## src/rtl/eeprom_sweep_pkg.sv

```systemverilog
package eeprom_sweep_pkg;

    localparam int ADDR_W      = 11;
    localparam int SPACE_BYTES = 1 << ADDR_W;
    localparam int LEN_W       = 5;

    typedef logic [ADDR_W-1:0] ee_addr_t;

    typedef enum logic [2:0] {
        ST_BOOT,
        ST_WRITE,
        ST_WR_RETRY,
        ST_RD_PREP,
        ST_READ,
        ST_RD_RETRY,
        ST_CHECK,
        ST_STEP
    } seq_state_t;

    // Known test pattern: byte index i carries value i+1.
    function automatic logic [7:0] pattern_byte(input int idx);
        return 8'(idx + 1);
    endfunction

endpackage

```

## src/rtl/sweep_addr_gen.sv

```systemverilog
module sweep_addr_gen
    import eeprom_sweep_pkg::*;
#(
    parameter int STEP = 8
) (
    input  logic     clk,
    input  logic     rst,
    input  logic     advance,
    output ee_addr_t addr,
    output logic     last_chunk
);

    logic [ADDR_W:0] sum;

    // Carry out of the 11-bit add means the bank number would reach 8.
    assign sum        = {1'b0, addr} + (ADDR_W+1)'(STEP);
    assign last_chunk = sum[ADDR_W];

    always_ff @(posedge clk) begin
        if (rst) begin
            addr <= '0;
        end else if (advance) begin
            addr <= last_chunk ? '0 : sum[ADDR_W-1:0];
        end
    end

    assert_chunk_aligned_R2: assert property (@(posedge clk) disable iff (rst)
        (int'(addr) % STEP) == 0);

endmodule

```

## src/rtl/chunk_checker.sv

```systemverilog
module chunk_checker
    import eeprom_sweep_pkg::*;
#(
    parameter int BYTES = 8
) (
    input  logic               clk,
    input  logic               rst,
    input  logic               clear,
    input  logic               capture,
    input  logic [BYTES*8-1:0] rdata,
    output logic               mismatch
);

    logic [BYTES*8-1:0] rbuf;
    logic [BYTES-1:0]   byte_bad;

    always_ff @(posedge clk) begin
        if (rst || clear) begin
            rbuf <= '0;
        end else if (capture) begin
            rbuf <= rdata;
        end
    end

    for (genvar g = 0; g < BYTES; g++) begin : g_cmp
        assign byte_bad[g] = (rbuf[g*8 +: 8] != pattern_byte(g));
    end

    assign mismatch = |byte_bad;

    // A freshly cleared buffer can never match a pattern of nonzero bytes.
    assert_cleared_fails_R7: assert property (@(posedge clk) disable iff (rst)
        clear |=> mismatch);

endmodule

```

## src/rtl/led_pulse_timer.sv

```systemverilog
module led_pulse_timer #(
    parameter int SHORT_MS = 5,
    parameter int LONG_MS  = 200
) (
    input  logic clk,
    input  logic rst,
    input  logic tick,
    input  logic start_short,
    input  logic start_long,
    output logic led
);

    localparam int MAX_MS = (LONG_MS > SHORT_MS) ? LONG_MS : SHORT_MS;
    localparam int W      = $clog2(MAX_MS + 1);

    logic [W-1:0] remain;

    always_ff @(posedge clk) begin
        if (rst) begin
            remain <= '0;
        end else if (start_long) begin
            remain <= W'(LONG_MS);
        end else if (start_short) begin
            remain <= W'(SHORT_MS);
        end else if (tick && remain != '0) begin
            remain <= remain - 1'b1;
        end
    end

    assign led = (remain != '0);

    assert_start_lights_R10: assert property (@(posedge clk) disable iff (rst)
        (start_long || start_short) |=> led);

    assert_hold_without_tick_R10: assert property (@(posedge clk) disable iff (rst)
        (led && !tick && !start_long && !start_short) |=> led);

endmodule

```

## src/rtl/eeprom_sweep_tester.sv

```systemverilog
module eeprom_sweep_tester
    import eeprom_sweep_pkg::*;
#(
    parameter int CHUNK_BYTES = 8,
    parameter int SHORT_MS    = 5,
    parameter int LONG_MS     = 200,
    parameter int COUNT_W     = 16
) (
    input  logic                     clk,
    input  logic                     rst,
    input  logic                     ms_tick,
    output logic                     req_valid,
    output logic                     req_write,
    output logic [ADDR_W-1:0]        req_addr,
    output logic [LEN_W-1:0]         req_len,
    output logic [CHUNK_BYTES*8-1:0] req_wdata,
    input  logic                     rsp_done,
    input  logic                     rsp_err,
    input  logic [CHUNK_BYTES*8-1:0] rsp_rdata,
    output logic                     led,
    output logic [COUNT_W-1:0]       err_count,
    output logic [COUNT_W-1:0]       pass_count
);

    seq_state_t state, state_nx;
    logic       done_ok, done_bad;
    logic       mismatch, last_chunk, pass_dirty;
    logic       start_long, start_short, step_now;
    ee_addr_t   cur_addr;

    assign done_ok  = rsp_done && !rsp_err;
    assign done_bad = rsp_done && rsp_err;

    always_comb begin
        state_nx = state;
        case (state)
            ST_BOOT:     state_nx = ST_WRITE;
            ST_WRITE:    if (done_ok) state_nx = ST_RD_PREP;
                         else if (done_bad) state_nx = ST_WR_RETRY;
            ST_WR_RETRY: state_nx = ST_WRITE;
            ST_RD_PREP:  state_nx = ST_READ;
            ST_READ:     if (done_ok) state_nx = ST_CHECK;
                         else if (done_bad) state_nx = ST_RD_RETRY;
            ST_RD_RETRY: state_nx = ST_READ;
            ST_CHECK:    state_nx = ST_STEP;
            ST_STEP:     state_nx = ST_WRITE;
            default:     state_nx = ST_BOOT;
        endcase
    end

    always_ff @(posedge clk) begin
        if (rst) state <= ST_BOOT;
        else     state <= state_nx;
    end

    assign start_long  = (state == ST_CHECK) && mismatch;
    assign step_now    = (state == ST_STEP);
    assign start_short = step_now && last_chunk && !pass_dirty;

    always_ff @(posedge clk) begin
        if (rst) begin
            err_count  <= '0;
            pass_count <= '0;
            pass_dirty <= 1'b0;
        end else begin
            if (start_long) begin
                err_count  <= err_count + 1'b1;
                pass_dirty <= 1'b1;
            end
            if (step_now && last_chunk) begin
                pass_count <= pass_count + 1'b1;
                pass_dirty <= 1'b0;
            end
        end
    end

    sweep_addr_gen #(.STEP(CHUNK_BYTES)) addr_i (
        .clk        (clk),
        .rst        (rst),
        .advance    (step_now),
        .addr       (cur_addr),
        .last_chunk (last_chunk)
    );

    chunk_checker #(.BYTES(CHUNK_BYTES)) check_i (
        .clk      (clk),
        .rst      (rst),
        .clear    (state == ST_RD_PREP),
        .capture  ((state == ST_READ) && done_ok),
        .rdata    (rsp_rdata),
        .mismatch (mismatch)
    );

    led_pulse_timer #(.SHORT_MS(SHORT_MS), .LONG_MS(LONG_MS)) led_i (
        .clk         (clk),
        .rst         (rst),
        .tick        (ms_tick),
        .start_short (start_short),
        .start_long  (start_long),
        .led         (led)
    );

    assign req_valid = (state == ST_WRITE) || (state == ST_READ);
    assign req_write = (state == ST_WRITE);
    assign req_addr  = cur_addr;
    assign req_len   = LEN_W'(CHUNK_BYTES);

    for (genvar g = 0; g < CHUNK_BYTES; g++) begin : g_pat
        assign req_wdata[g*8 +: 8] = pattern_byte(g);
    end

    assert_gap_after_done_R6: assert property (@(posedge clk) disable iff (rst)
        (req_valid && rsp_done) |=> !req_valid);

    assert_hold_request_R6: assert property (@(posedge clk) disable iff (rst)
        (req_valid && !rsp_done) |=> (req_valid && $stable(req_addr) && $stable(req_write)));

    assert_retry_same_R5: assert property (@(posedge clk) disable iff (rst)
        (req_valid && rsp_done && rsp_err) |=> ##1
        (req_valid && req_write == $past(req_write, 2) && req_addr == $past(req_addr, 2)));

    assert_error_pulse_R7: assert property (@(posedge clk) disable iff (rst)
        (err_count != $past(err_count)) |-> led);

    assert_pass_restart_R8: assert property (@(posedge clk) disable iff (rst)
        (pass_count != $past(pass_count)) |-> (req_addr == '0));

endmodule

```

## config.mk

```make
export PLATFORM = sky130hd
export DESIGN_NAME = eeprom_sweep_tester
export DESIGN_NICKNAME = d
export VERILOG_FILES = /design/src/rtl/eeprom_sweep_pkg.sv /design/src/rtl/sweep_addr_gen.sv /design/src/rtl/chunk_checker.sv /design/src/rtl/led_pulse_timer.sv /design/src/rtl/eeprom_sweep_tester.sv
export SDC_FILE = /design/constraint.sdc
export NUM_CORES = 1
export LEC_CHECK = 0
export ABC_AREA = 0
export ABC_CLOCK_PERIOD_IN_PS = 2530
export CORE_ASPECT_RATIO = 1.1
export CORE_MARGIN = 8
export CORE_UTILIZATION = 46
export DETAILED_ROUTE_END_ITERATION = 16
export PLACE_DENSITY = 0.8
export SLEW_MARGIN = 20
export SYNTH_ARGS = -nofsm -noshare
export SYNTH_HDL_FRONTEND = slang
export SYNTH_HIERARCHICAL = 1
export SYNTH_SLANG_ARGS = --single-unit
```

## constraint.sdc

```tcl
create_clock -name clk -period 2.53 [get_ports clk]
set_input_delay 0.3795 -clock clk [delete_from_list [all_inputs] [get_ports clk]]
set_output_delay 0.3795 -clock clk [all_outputs]
set_load 0.1 [all_outputs]
```

==> impl_metrics.ini, run 1 <==
[clocking]
cts_sinks = 116
path_clk_slew_ns = 0.06
postCtsSetupRepairBufs = 0
cts_inserted_buffers = 17
cts_buffer_depth = 2
insertion_delay_ns = 0.40
tritoncts = built
cts_root_buffer = clkbuf_16
htree_levels = 4

[timing]
period_share_pct = 90.7
slew_violations = 0
hold_viol = 0
maxSlewHeadroom_pct = 60.1
holdWs_ns = 0.478
rsz0062_at_grt = false
fmax_ghz = 0.436
tightestPinTransition_ns = 0.598
finClkSkew_ns = 0.00984
post-route-min-period_ns = 2.29
finalSetupViolCount = 0

[place]
hpwl_mm = 9.72
postPlaceCellArea_um2 = 6460
place_congestion = 0.827
io_buffers = 111

[finish]
multi_input_area_um2 = 2830
antenna_cells = 0
final_util_pct = 59.3
mostFrequentLayoutCells = 110 x dfxtp_1, 94 x nor2_1, 72 x conb_1
register_area_um2 = 2330
layout_commonest_cell = dfxtp_1
fillers = 997
stdcell_area_um2 = 7070
areaGrowthSynthToFinish_pct = 26.7
nNetsFinal = 788
drive_gt1_share_pct = 16.0

[floorplanning]
start_util_pct = 46.8
die_h_um = 132
die_width_um = 121
die-area_um2 = 15900
core_um2 = 11900
ioPinCount = 184
std_cell_rows = 42

[pwr]
max-vdd-ir-drop_v = 0.00119
internal-power_uw = 3700
p_total_uw = 5600
p_clk_share_pct = 41.1
switching_power_uw = 1890
p_seq_share_pct = 35.5
p_per_area_nw_per_um2 = 792
p_sw_share_pct = 33.8
leakage_uw = 0.00269
pwr-share-comb_pct = 23.4

[global_routing]
first_global_vias = 4370
grt_usage_pct = 16.0
grt_start_max_net_pins = 65
antenna_found_initial = 0
grt_pass1_wl_mm = 21.2
gr-total-overflow = 0

[drt]
antenna_left = 0
first_pass_iters = 4
vias_per_cell = 4.98
wl_per_cell_um = 14.9
drcViolationCount = 0
drtIter0Drc = 301
via_count = 4388
drt_wl_total_mm = 13.2

[yosys]
ys_ff_latch = 116
ys_warn_count = 6
synthCells = 605
synth_cell_type_count = 64
avgSynthCellArea_um2 = 9.22
yosysSeqAreaShare_pct = 41.6
synth-main-ff-cell = dfxtp_1
ys_async_sr_fraction_pct = 0
synth_edf_count = 0
netlist_area_um2 = 5580

[critical_path]
end_kind = register
cp.required_ns = 2.84
critPathKind = reg2reg
worstPathMaxFanout = 8
critPathLaunchType = register
arrival_ns = 2.60

[hold_path]
min_path_type = in2reg

[job]
drv_cap = 0

[outcome]
status = finished clean
==> power by group through the flow <==
stage | clock, uW | combinational [uW] | sequential, uW
3_3_place_gp | 0 | 1280 | 2010
6_report | 2300 | 1310 | 1990
4_1_cts | 2330 | 1300 | 1980
3_5_place_dp | 0 | 1300 | 2020
2_1_floorplan | 0 | 1220 | 1990
5_1_grt | 2420 | 1380 | 2000
==> repair_timing <==
item	4_1_cts	5_1_grt
hold buffers	0	0
endpoints found under the setup margin	1	5
resized for setup	1	5
==> logic make-up (layout without fill, tap and decap cells) <==
group | after synthesis | in the layout | share of synthesized area [%]
buffers and inverters | 108 | 161 | 12.9
multiplexers | 68 | 68 | 12.2
flip-flops | 116 | 116 | 41.6
AND/OR/NAND/NOR | 228 | 228 | 22.3
AO/OA/AOI/OAI | 55 | 55 | 6.14
adder cells (fa/ha/maj) | 5 | 5 | 1.12
XOR/XNOR | 22 | 22 | 3.45
other | 3 | 72 | 0.202
==> sequential cells by signal, indices dropped and copies added (netlist names) <==
name          flops
addr_i/addr       8
check_i/rbuf     64
err_count        16
led_i/remain      8
pass_count       16
pass_dirty        1
state             3
==> per-stage QoR <==
step,worst slack (ns),TNS [ns],instances
5_1_grt,0.0499,0,881
6_report,0.236,0,881
2_1_floorplan,0.0607,0,674
3_5_place_dp,-0.0350,-0.0350,849
4_1_cts,0.0467,0,881
3_3_place_gp,0.125,0,849
==> path summary, 6_finish.rpt <==
check        cells after the start  slack (ns)               end             start
min reg2reg                      2        0.49  check_i/rbuf[59]  check_i/rbuf[59]
max reg2reg                      8        0.24   led_i/remain[1]   check_i/rbuf[3]
max                              8        0.24   led_i/remain[1]   check_i/rbuf[3]
min                              2        0.48     pass_count[4]               rst
==> area by class of cell <==
type	instances	share of cell area (%)
clock buffers	20	6.32
clock inverters	12	1.88
inverters	8	0.478
multi-input cells	450	40.1
flip-flops and latches	116	33.0
well taps	154	2.73
repair buffers	121	15.5
==> per-layer routing <==
metal / part of all wire [%] / routed length [um] / GRT usage, % / up-vias
met1: 43 / 5720 / 18.6 / 2058
met5: 0 / 0 / 0 / -
met4: 1.3 / 172 / 5.84 / 0
met2: 49 / 6510 / 27.6 / 127
met3: 5.7 / 753 / 4.03 / 18
li1: - / - / - / 2185
==> synthesized netlist by cell type, types with 3 or more instances <==
master / number / area [um^2]
a21oi_1: 18 / 90.1
and3_1: 6 / 37.5
and4_1: 5 / 43.8
buf_1: 7 / 26.3
buf_2: 8 / 40.0
buf_4: 75 / 563
buf_6: 3 / 33.8
clkbuf_1: 5 / 18.8
conb_1: 3 / 11.3
dfxtp_1: 116 / 2320
ha_1: 5 / 62.6
inv_1: 7 / 26.3
mux2i_1: 66 / 661
nand2_1: 24 / 90.1
nand2b_1: 3 / 18.8
nand3_1: 13 / 65.1
nand4_1: 15 / 93.8
nor2_1: 95 / 357
nor2b_1: 5 / 31.3
nor3_1: 6 / 30.0
nor3b_1: 5 / 37.5
nor4_1: 9 / 56.3
nor4b_1: 7 / 61.3
nor4b_2: 4 / 60.1
o21ai_0: 13 / 65.1
o31ai_1: 3 / 22.5
or3_1: 11 / 68.8
or4_1: 4 / 30.0
xnor2_1: 11 / 96.3
xor2_1: 11 / 96.3
==> critical path, cell delays in order (launching register included) <==
cell        delay [ns]
dfxtp_1           0.31
nor4b_2           0.33
nand4_1           0.20
or4_4             0.58
nand4b_4          0.13
clkinvlp_4        0.17
nor2_2            0.18
nand2_1           0.11
a211oi_1          0.20
No activity file was read; power rests on OpenSTA's default activity.
==> inputs of run 2 (changes only) <==
Settings changed: CORE_MARGIN 8 to not set.
==> run 2 against run 1 <==
Sequential share of layout area decreased by 0.070 points. Critical path depth stayed put. Cell area grew 0.21%. Clock skew decreased by 0.0020 ns. Utilization up 1.6 points. Combinational power barely moved.
==> impl_metrics.ini, run 2 (synthesis gave the netlist of run 1 again) <==
[critical_path]
cp.buffers_inverters = 1
cp_slowest_cell = or4_1
worstPathMaxFanout = 10
end_kind = register
cp_cell_sequence = nor4b_2 > nand4_1 > or4_1 > nand4b_4 > buf_4 > or3_4 > nor3_1 > mux2_2
ff2ff_path_depth = 8
arrival_ns = 2.65
ff2ff_setup_slack_ns = 0.17
r2r_start = check_i/rbuf[2]
cp.required_ns = 2.82
critPathLaunchType = register
reg2reg_to = err_count[13]
cpLargestDelayFamily = simple AND/OR/NAND/NOR gates
critPathKind = reg2reg
slowest_delay_ns = 0.62

[pwr]
p_total_uw = 5850
p_per_area_nw_per_um2 = 826
max-vdd-ir-drop_v = 0.000917
leakage_uw = 0.00271

[hold_path]
hp-start = rst
whs_path_depth = 2
min_path_type = in2reg
hold_end = pass_count[11]

[job]
drv_cap = 0

[timing]
post-route-min-period_ns = 2.36
fmax_ghz = 0.425
setup_tns_ns = 0
rsz0062_at_grt = false
period_share_pct = 93.1
finalSetupViolCount = 0
slew_violations = 0
finClkSkew_ns = 0.00784
hold_viol = 0

[drt]
via_count = 4405
antenna_left = 0
vias_per_cell = 5.05
drt_wl_total_mm = 12.1
wl_per_cell_um = 13.8
drcViolationCount = 0
first_pass_iters = 5
drtIter0Drc = 326

[place]
placed_cells = 842
hpwl_mm = 8.57
place_congestion = 0.808
io_buffers = 111

[finish]
fillers = 979
top_regs = check_i/rbuf: 64 flops, err_count: 16 flops, pass_count: 16 flops
antenna_cells = 0
areaGrowthSynthToFinish_pct = 26.9
drive_gt1_share_pct = 15.4
largest_reg_flops = 64
top_register = check_i/rbuf
final_util_pct = 60.8
nNetsFinal = 785
finalNonFillerCells = 873
mostFrequentLayoutCells = 110 x dfxtp_1, 94 x nor2_1, 72 x conb_1
layout_commonest_cell = dfxtp_1

[clocking]
cts_root_buffer = clkbuf_16
path_clk_slew_ns = 0.05
tritoncts = built
cts_inserted_buffers = 17
insertion_delay_ns = 0.41
cts_sinks = 116
postCtsSetupRepairBufs = 0
cts_buffer_depth = 2
htree_levels = 4

[floorplanning]
start_util_pct = 47.9
std_cell_rows = 41
ioPinCount = 184
die-area_um2 = 12600
core_um2 = 11600
die_h_um = 118
die_width_um = 107

[global_routing]
grt_pass1_wl_mm = 19.4
grt_usage_pct = 19.4
grt_start_max_net_pins = 65
gr-total-overflow = 0
antenna_found_initial = 0
first_global_vias = 4167

[outcome]
status = finished clean
==> run 2: cell count changes in the layout (fill, tap and decap cells not counted), sizes merged <==
cell / change
bufinv: +2
clkinv: -3
buf: -3
clkbuf: +2
clkinvlp: -2
==> run 2: repair_timing <==
action / in CTS / in global routing
cloned: 0 / 0
resized for setup: 2 / 2
hold endpoints to repair: 0 / 0
hold buffers: 0 / 0
pin swaps: 0 / 0
setup endpoints to repair: 1 / 1
==> run 2: worst max path at each step <==
stage                     startpoint              end  slack (ns)  cells after the start
floorplan             addr_i/addr[5]   pass_count[15]        0.06                      6
global placement    check_i/rbuf[10]  led_i/remain[1]        0.05                      8
detailed placement   check_i/rbuf[2]  led_i/remain[1]        0.03                      8
CTS                  check_i/rbuf[2]  led_i/remain[1]        0.11                      8
global route         check_i/rbuf[2]  led_i/remain[1]        0.04                      8
finish               check_i/rbuf[2]    err_count[13]        0.17                      8
==> run 2: through the flow <==
stage	setup slack, ns	hold WS (ns)	instance area (um^2)
floorplan	0.0607	0.451	5860
global placement	0.0520	0.468	6430
detailed placement	0.0253	0.482	6430
CTS	0.112	0.350	7070
global route	0.0368	0.413	7080
finish	0.175	0.358	7080
==> run 2: cell type report <==
cell class / count / area [um^2] / area share [%]
multi-input combinational: 450 / 2820 / 39.9
sequential: 116 / 2330 / 32.9
timing repair buffer: 118 / 1080 / 15.2
clock buffer: 22 / 484 / 6.84
tap: 150 / 188 / 2.65
clock inverter: 9 / 150 / 2.12
inverter: 8 / 31.3 / 0.442
==> run 2: where the power goes <==
part           switching, uW  total, uW  internal (uW)
Sequential              94.9       1990           1890
Clock                    810       2550           1740
Combinational            974       1310            334
Total                   1880       5850           3970
==> run 2: per-layer routing <==
| metal | GRT usage [%] | up-vias | wire length [um] |
|---|---|---|---|
| li1 | - | 2182 | - |
| met1 | 23.1 | 2064 | 5210 |
| met2 | 32.7 | 143 | 5940 |
| met3 | 5.20 | 16 | 731 |
| met4 | 7.88 | 0 | 195 |
| met5 | 0 | - | 0 |
